==> src/rtl/gpio_bank_pkg.sv <==
package gpio_bank_pkg;

  localparam int REG_W      = 8;
  localparam int CFG_W      = 6;
  localparam int MODE_LO    = 1;
  localparam int MODE_HI    = 2;

  typedef enum logic [1:0] {
    EDGE_OFF  = 2'd0,
    EDGE_FALL = 2'd1,
    EDGE_RISE = 2'd2,
    EDGE_ANY  = 2'd3
  } edge_mode_e;

  // Field order matches the output register bit positions 5..0.
  typedef struct packed {
    logic       dir;
    logic       push_pull;
    logic       pull_en;
    logic [1:0] pull_sel;
    logic       value;
  } out_cfg_t;

endpackage

==> src/rtl/gpio_sync.sv <==
module gpio_sync #(
  parameter int STAGES = 2
) (
  input  logic clk,
  input  logic rst_n,
  input  logic d,
  output logic q
);

  logic [STAGES-1:0] chain_q;
  logic [STAGES-1:0] chain_d;

  generate
    if (STAGES == 1) begin : g_one
      always_comb chain_d = d;
    end else begin : g_many
      always_comb chain_d = {chain_q[STAGES-2:0], d};
    end
  endgenerate

  always_ff @(posedge clk or negedge rst_n) begin
    if (!rst_n) chain_q <= '0;
    else        chain_q <= chain_d;
  end

  assign q = chain_q[STAGES-1];

endmodule

==> src/rtl/gpio_addr_dec.sv <==
module gpio_addr_dec #(
  parameter int NUM_PINS = 13,
  parameter int ADDR_W   = 16,
  parameter int OUT_BASE = 'h4E44
) (
  input  logic [ADDR_W-1:0]            addr,
  output logic                         out_hit,
  output logic                         in_hit,
  output logic [$clog2(NUM_PINS)-1:0]  pin_idx
);

  localparam int PIN_W   = $clog2(NUM_PINS);
  localparam int IN_BASE = OUT_BASE + NUM_PINS;
  localparam int OFF_W   = ADDR_W + 1;

  logic [OFF_W-1:0] out_off;
  logic [OFF_W-1:0] in_off;

  // An address below a base wraps to a large offset and misses.
  always_comb begin
    out_off = {1'b0, addr} - OFF_W'(OUT_BASE);
    in_off  = {1'b0, addr} - OFF_W'(IN_BASE);
    out_hit = out_off < OFF_W'(NUM_PINS);
    in_hit  = in_off  < OFF_W'(NUM_PINS);
    if (out_hit)     pin_idx = out_off[PIN_W-1:0];
    else if (in_hit) pin_idx = in_off[PIN_W-1:0];
    else             pin_idx = '0;
  end

endmodule

==> src/rtl/gpio_pin_slot.sv <==
module gpio_pin_slot
  import gpio_bank_pkg::*;
#(
  parameter int SYNC_STAGES = 2
) (
  input  logic                  clk,
  input  logic                  rst_n,
  input  logic                  wr_out,
  input  logic                  wr_in,
  input  logic [CFG_W-1:0]      cfg_wdata,
  input  logic [1:0]            mode_wdata,
  input  logic                  pin_raw,
  output logic [REG_W-1:0]      out_rd,
  output logic [REG_W-1:0]      in_rd,
  output logic                  pad_oe,
  output logic                  pad_do,
  output logic                  pad_pp,
  output logic                  pad_pull_en,
  output logic [1:0]            pad_pull_sel,
  output logic                  edge_hit
);

  out_cfg_t   cfg_q, cfg_d;
  edge_mode_e mode_q, mode_d;
  logic       lvl_s;
  logic       lvl_prev_q;
  logic       rise, fall;

  gpio_sync #(.STAGES(SYNC_STAGES)) u_sync (
    .clk   (clk),
    .rst_n (rst_n),
    .d     (pin_raw),
    .q     (lvl_s)
  );

  always_comb begin
    cfg_d  = cfg_q;
    mode_d = mode_q;
    if (wr_out) cfg_d  = out_cfg_t'(cfg_wdata);
    if (wr_in)  mode_d = edge_mode_e'(mode_wdata);
  end

  always_ff @(posedge clk or negedge rst_n) begin
    if (!rst_n) begin
      cfg_q      <= '0;
      mode_q     <= EDGE_OFF;
      lvl_prev_q <= 1'b0;
    end else begin
      if (wr_out) cfg_q  <= cfg_d;
      if (wr_in)  mode_q <= mode_d;
      lvl_prev_q <= lvl_s;
    end
  end

  always_comb begin
    rise = lvl_s & ~lvl_prev_q;
    fall = ~lvl_s & lvl_prev_q;
    unique case (mode_q)
      EDGE_FALL: edge_hit = fall;
      EDGE_RISE: edge_hit = rise;
      EDGE_ANY:  edge_hit = rise | fall;
      default:   edge_hit = 1'b0;
    endcase
  end

  // Open-drain releases the pin for a 1; push-pull always drives.
  assign pad_oe       = cfg_q.dir & (cfg_q.push_pull | ~cfg_q.value);
  assign pad_do       = cfg_q.value;
  assign pad_pp       = cfg_q.push_pull;
  assign pad_pull_en  = cfg_q.pull_en;
  assign pad_pull_sel = cfg_q.pull_sel;

  assign out_rd = {{(REG_W-CFG_W){1'b0}}, cfg_q};
  assign in_rd  = {{(REG_W-3){1'b0}}, mode_q, lvl_s};

  AST_DIR_IN_NO_DRIVE: assert property (@(posedge clk) disable iff (!rst_n)
    (wr_out && !cfg_wdata[5]) |=> !pad_oe) else $error("input dir drives");

  AST_OD_HIGH_FLOATS: assert property (@(posedge clk) disable iff (!rst_n)
    (wr_out && cfg_wdata[5] && !cfg_wdata[4] && cfg_wdata[0]) |=> !pad_oe)
    else $error("open-drain high drives");

  AST_PP_DRIVES: assert property (@(posedge clk) disable iff (!rst_n)
    (wr_out && cfg_wdata[5] && cfg_wdata[4]) |=> (pad_oe && pad_do == $past(cfg_wdata[0])))
    else $error("push-pull not driving");

  AST_EDGE_OFF_SILENT: assert property (@(posedge clk) disable iff (!rst_n)
    (wr_in && mode_wdata == 2'd0) |=> !edge_hit) else $error("edge while off");

endmodule

==> src/rtl/gpio_bank_ctl.sv <==
module gpio_bank_ctl
  import gpio_bank_pkg::*;
#(
  parameter int NUM_PINS    = 13,
  parameter int ADDR_W      = 16,
  parameter int OUT_BASE    = 'h4E44,
  parameter int SYNC_STAGES = 2
) (
  input  logic                  clk,
  input  logic                  rst_n,
  input  logic                  reg_we,
  input  logic [ADDR_W-1:0]     reg_addr,
  input  logic [7:0]            reg_wdata,
  output logic [7:0]            reg_rdata,
  input  logic [NUM_PINS-1:0]   pin_in,
  output logic [NUM_PINS-1:0]   pad_oe,
  output logic [NUM_PINS-1:0]   pad_do,
  output logic [NUM_PINS-1:0]   pad_pp,
  output logic [NUM_PINS-1:0]   pad_pull_en,
  output logic [2*NUM_PINS-1:0] pad_pull_sel,
  output logic [NUM_PINS-1:0]   edge_hit
);

  localparam int PIN_W = $clog2(NUM_PINS);

  logic [1:0]       rst_sync_q;
  logic             rst_int_n;
  logic             out_hit, in_hit;
  logic [PIN_W-1:0] pin_idx;
  logic [NUM_PINS-1:0] out_sel, in_sel;
  logic [REG_W-1:0] out_rd [NUM_PINS];
  logic [REG_W-1:0] in_rd  [NUM_PINS];
  logic [1:0]       wdata_unused;

  assign wdata_unused = reg_wdata[7:6];

  always_ff @(posedge clk or negedge rst_n) begin
    if (!rst_n) rst_sync_q <= 2'b00;
    else        rst_sync_q <= {rst_sync_q[0], 1'b1};
  end
  assign rst_int_n = rst_sync_q[1];

  gpio_addr_dec #(
    .NUM_PINS (NUM_PINS),
    .ADDR_W   (ADDR_W),
    .OUT_BASE (OUT_BASE)
  ) u_dec (
    .addr    (reg_addr),
    .out_hit (out_hit),
    .in_hit  (in_hit),
    .pin_idx (pin_idx)
  );

  generate
    for (genvar i = 0; i < NUM_PINS; i++) begin : g_pin
      assign out_sel[i] = out_hit && (pin_idx == PIN_W'(i));
      assign in_sel[i]  = in_hit  && (pin_idx == PIN_W'(i));

      gpio_pin_slot #(.SYNC_STAGES(SYNC_STAGES)) u_slot (
        .clk          (clk),
        .rst_n        (rst_int_n),
        .wr_out       (reg_we && out_sel[i]),
        .wr_in        (reg_we && in_sel[i]),
        .cfg_wdata    (reg_wdata[CFG_W-1:0]),
        .mode_wdata   (reg_wdata[MODE_HI:MODE_LO]),
        .pin_raw      (pin_in[i]),
        .out_rd       (out_rd[i]),
        .in_rd        (in_rd[i]),
        .pad_oe       (pad_oe[i]),
        .pad_do       (pad_do[i]),
        .pad_pp       (pad_pp[i]),
        .pad_pull_en  (pad_pull_en[i]),
        .pad_pull_sel (pad_pull_sel[2*i+1:2*i]),
        .edge_hit     (edge_hit[i])
      );
    end
  endgenerate

  always_comb begin
    reg_rdata = '0;
    for (int i = 0; i < NUM_PINS; i++) begin
      if (out_sel[i]) reg_rdata = reg_rdata | out_rd[i];
      if (in_sel[i])  reg_rdata = reg_rdata | in_rd[i];
    end
  end

  AST_MISS_NO_EFFECT: assert property (@(posedge clk) disable iff (!rst_int_n)
    (reg_we && !out_hit && !in_hit) |=>
      ($stable(pad_oe) && $stable(pad_do) && $stable(pad_pp) &&
       $stable(pad_pull_en) && $stable(pad_pull_sel)))
    else $error("out-of-range write changed pads");

  AST_SINGLE_TARGET: assert property (@(posedge clk) disable iff (!rst_int_n)
    $onehot0({out_sel, in_sel})) else $error("multiple targets");

endmodule

==> config.mk <==
export PLATFORM = sky130hd
export DESIGN_NAME = gpio_bank_ctl
export DESIGN_NICKNAME = d
export VERILOG_FILES = /design/src/rtl/gpio_bank_pkg.sv /design/src/rtl/gpio_sync.sv /design/src/rtl/gpio_addr_dec.sv /design/src/rtl/gpio_pin_slot.sv /design/src/rtl/gpio_bank_ctl.sv
export SDC_FILE = /design/constraint.sdc
export NUM_CORES = 1
export LEC_CHECK = 0
export BUFFER_PORTS_ARGS = -buffer_cell sky130_fd_sc_hd__clkbuf_2
export CORE_MARGIN = 3
export CORE_UTILIZATION = 44
export DETAILED_ROUTE_END_ITERATION = 7
export GPL_ROUTABILITY_DRIVEN = 0
export PLACE_DENSITY_LB_ADDON = 0.2
export SLEW_MARGIN = 20
export SYNTH_ARGS = -nofsm -noshare
export SYNTH_HDL_FRONTEND = slang
export SYNTH_SLANG_ARGS = --single-unit
==> constraint.sdc <==
create_clock -name clk -period 4.4 [get_ports clk]
set_clock_uncertainty 0.1 [all_clocks]
set_input_delay 0.22 -clock clk [delete_from_list [all_inputs] [get_ports clk]]
set_output_delay 0.22 -clock clk [all_outputs]
set_load 0.02 [all_outputs]
==> flow_metrics.tcl <==
set metrics [dict create \
    dieArea_mm2 0.0211 \
    postCtsSetupRepairBufs 0 \
    n_antenna_cell 0 \
    clkTransAtPathRegs_ns 0.06 \
    drive_gt1_share_pct 33.1 \
    holdPathEnd "g_pin[10].u_slot.pad_pp" \
    hold_viol 0 \
    crit_type "input pin to output pin" \
    r2r.worst_path.cells 1 \
    outcome "completed" \
    p_sw_uw 762 \
    worstSetupPathDepth 14 \
    grt_overflow 0 \
    ctsResizeCount 0 \
    syn_area_per_cell_um2 10.3 \
    ant_nets 0 \
    portBuffers 134 \
    yosysSeqAreaShare_pct 42.5 \
    chipHeight_um 145 \
    core_mm2 0.0189 \
    r2r_end "g_pin[0].u_slot.pad_pull_sel[1]" \
    p_leak_uw 0.00468 \
    power_frac_seq_pct 45.0 \
    drtPass1Iterations 7 \
    ir_worst_vdd_mv 0.234 \
    min_path_type "input pin to register" \
    synthDistinctLibCells 71 \
    fin_crit_ns 3.94 \
    hold_path_depth 3 \
    maxSlewViolCount 0 \
    internal-power_uw 2290 \
    switching_share_pct 25.0 \
    layout.cells.non_filler 1162 \
    setup_tns_ns 0 \
    regToRegSetupSlack_ns 3.22 \
    cts_inserted_buffers 17 \
    postSynthRegisterBits 145 \
    clockPowerShare_pct 46.6 \
    finalWirelength_mm 21.6 \
    synthCells 831 \
    nNetsFinal 958 \
    fillCellCount 1821 \
    root_buffer "clkbuf_16" \
    critPathLaunchType "input pin" \
    cap_violations 0 \
    start_util_pct 45.1 \
    rsz0062_at_grt "false" \
    min_from "reg_wdata[4]" \
    worstSkewPairLatency_ns 0.42 \
    hpwl_mm 15.6 \
    path_cells "clkbuf_2 > inv_1 > ha_1 > or2_2 > o2111a_1 > nand4_1 > and4b_1 > and2_1 > buf_4 > a31o_2 > nor2b_1 > nor2b_1 > or4_1 > clkbuf_2" \
    dpl-instance-area_mm2 0.00880 \
    end_kind "output pin" \
    required_ns 4.08 \
    vias_per_cell 5.31 \
    r2r-start "rst_sync_q[1]" \
    ys.warnings.count 0 \
    critPathBufInv 4 \
    syn-cell-area_mm2 0.00853 \
    rows 50 \
    worst_ep_arrival_time_ns 3.62 \
    cp_slowest_cell "or4_1" \
    timing.slew.headroom_pct 46.4 \
    max-clock-path-buffers 2 \
    setup_viol 0 \
    ctsHoldBuffers 15 \
    die_w_um 145 \
    grt_pass1_wl_mm 33.9 \
    num_vias 6170 \
    cts_tree "yes" \
    syn_to_final_growth_pct 12.0 \
    crit_fanout 11 \
    worst_pin_slew_ns 0.801 \
    drtIter0Drc 469 \
    post_drt_wl_per_cell_um 18.6 \
    antenna_found_initial 0 \
    track_usage_pct 20.3 \
    synth_edf_count 0 \
    synth_async_sr_flop_share_pct 100 \
    cp_top_family "simple AND/OR/NAND/NOR gates" \
    period_share_pct 89.6 \
    cts.sinks 145 \
    placed_cells 1114 \
    grt_pass1_vias 5869 \
    powerDensity_mw_per_mm2 320 \
    fmax_ghz 0.254 \
    grt_start_max_net_pins 86 \
    ys.flop_type "dfrtp_1" \
    cp_slowest_stage_delay_ns 0.55 \
    htreeDepth 4 \
    combPwrFrac_pct 8.4 \
    drc 0 \
    final_area_mm2 0.00955 \
    ios 139 \
]
## power by group through the flow
| stage | Sequential, uW | Clock [uW] | Combinational (uW) |
|---|---|---|---|
| after CTS | 1380 | 1450 | 245 |
| after detailed placement | 1410 | 0 | 233 |
| after global routing | 1380 | 1510 | 283 |
| final | 1370 | 1420 | 255 |
| after floorplan | 1400 | 0 | 150 |
| after global placement | 1410 | 0 | 231 |
## worst min-delay path, delay by kind of cell
kind | cells | cell delay (ns)
and+or+nand+nor | 1 | 0.11
AOI/OAI and AO/OA | 1 | 0.07
buffers and inverters | 1 | 0.25
## routing by layer
layer	wire length, um	global-route usage, %
met1	10700	31.1
met2	9360	29.4
met3	1340	4.43
met4	225	4.56
met5	0	0
## area by class of cell
class | instances | area (um^2) | area share [%]
repair buffers | 165 | 966 | 10.1
clock buffers | 19 | 443 | 4.64
well taps | 260 | 325 | 3.41
inverters | 56 | 210 | 2.20
clock inverters | 13 | 138 | 1.44
multi-input cells | 504 | 3830 | 40.2
flip-flops and latches | 145 | 3630 | 38.0
## cell usage in the layout, fill, tap and decap left out, types with 17 or more instances in the layout
master / synthesis / final
nand2_1: 74 / 74
ha_1: 29 / 29
clkbuf_2: 0 / 134
clkbuf_16: 0 / 17
a21oi_1: 22 / 22
inv_1: 54 / 54
mux2i_1: 29 / 29
o21ai_0: 36 / 36
nor2_1: 44 / 44
mux2_2: 98 / 98
dfrtp_1: 145 / 144
## logic make-up after synthesis
logic type | after synthesis | share of synthesized area (%)
compound gates | 142 | 11.7
mux | 131 | 17.1
flops | 145 | 42.5
xor+xnor | 9 | 0.924
simple gates | 190 | 10.8
buf+inv | 183 | 12.5
fa+ha+maj | 29 | 4.25
other cells | 2 | 0.0881
## cell usage after synthesis, types with 6 or more instances
| cell type | n | share of area, % |
|---|---|---|
| mux2i_1 | 29 | 3.4 |
| nand4_1 | 7 | 0.51 |
| a21oi_1 | 22 | 1.3 |
| nor2_1 | 44 | 1.9 |
| buf_2 | 6 | 0.35 |
| o21ai_0 | 36 | 2.1 |
| a222oi_1 | 11 | 1.3 |
| dfrtp_1 | 145 | 43 |
| nor2b_1 | 9 | 0.66 |
| nand2_1 | 74 | 3.3 |
| a22oi_1 | 6 | 0.53 |
| xnor2_1 | 6 | 0.62 |
| and3_1 | 6 | 0.44 |
| clkbuf_1 | 23 | 1.0 |
| inv_1 | 54 | 2.4 |
| mux2_2 | 98 | 13 |
| buf_4 | 96 | 8.5 |
| a21boi_0 | 15 | 1.3 |
| nand3_1 | 16 | 0.94 |
| ha_1 | 29 | 4.3 |
| a31oi_1 | 9 | 0.66 |
## registers in the layout (all words and copies together) (netlist names)
register and flops:
g_pin.u_slot.lvl_prev_q 13, g_pin.u_slot.mode_q 26, g_pin.u_slot.out_rd 13, g_pin.u_slot.pad_do 13, g_pin.u_slot.pad_pp 13, g_pin.u_slot.pad_pull_en 13
g_pin.u_slot.pad_pull_sel 26, g_pin.u_slot.u_sync.chain_q 26, rst_sync_q 2
## worst max-delay path by stage
stage                    to        start
2_1_floorplan  reg_rdata[2]  reg_addr[2]
3_3_place_gp   reg_rdata[0]  reg_addr[3]
3_5_place_dp   reg_rdata[0]  reg_addr[3]
4_1_cts        reg_rdata[0]  reg_addr[3]
5_1_grt        reg_rdata[0]  reg_addr[3]
6_report       reg_rdata[0]  reg_addr[3]
## stage by stage
stage | power, uW | setup WS (ns) | hold slack [ns] | util [%]
floorplan | 1560 | 0.599 | -0.176 | -
global placement | 1640 | 0.554 | -0.0936 | 46.6
detailed placement | 1640 | 0.493 | -0.0905 | 46.6
CTS | 3080 | 0.478 | 0.135 | 50.4
global route | 3170 | 0.284 | 0.155 | 50.5
finish | 3050 | 0.457 | 0.159 | 50.5
Power figures use the tool's default switching activity.
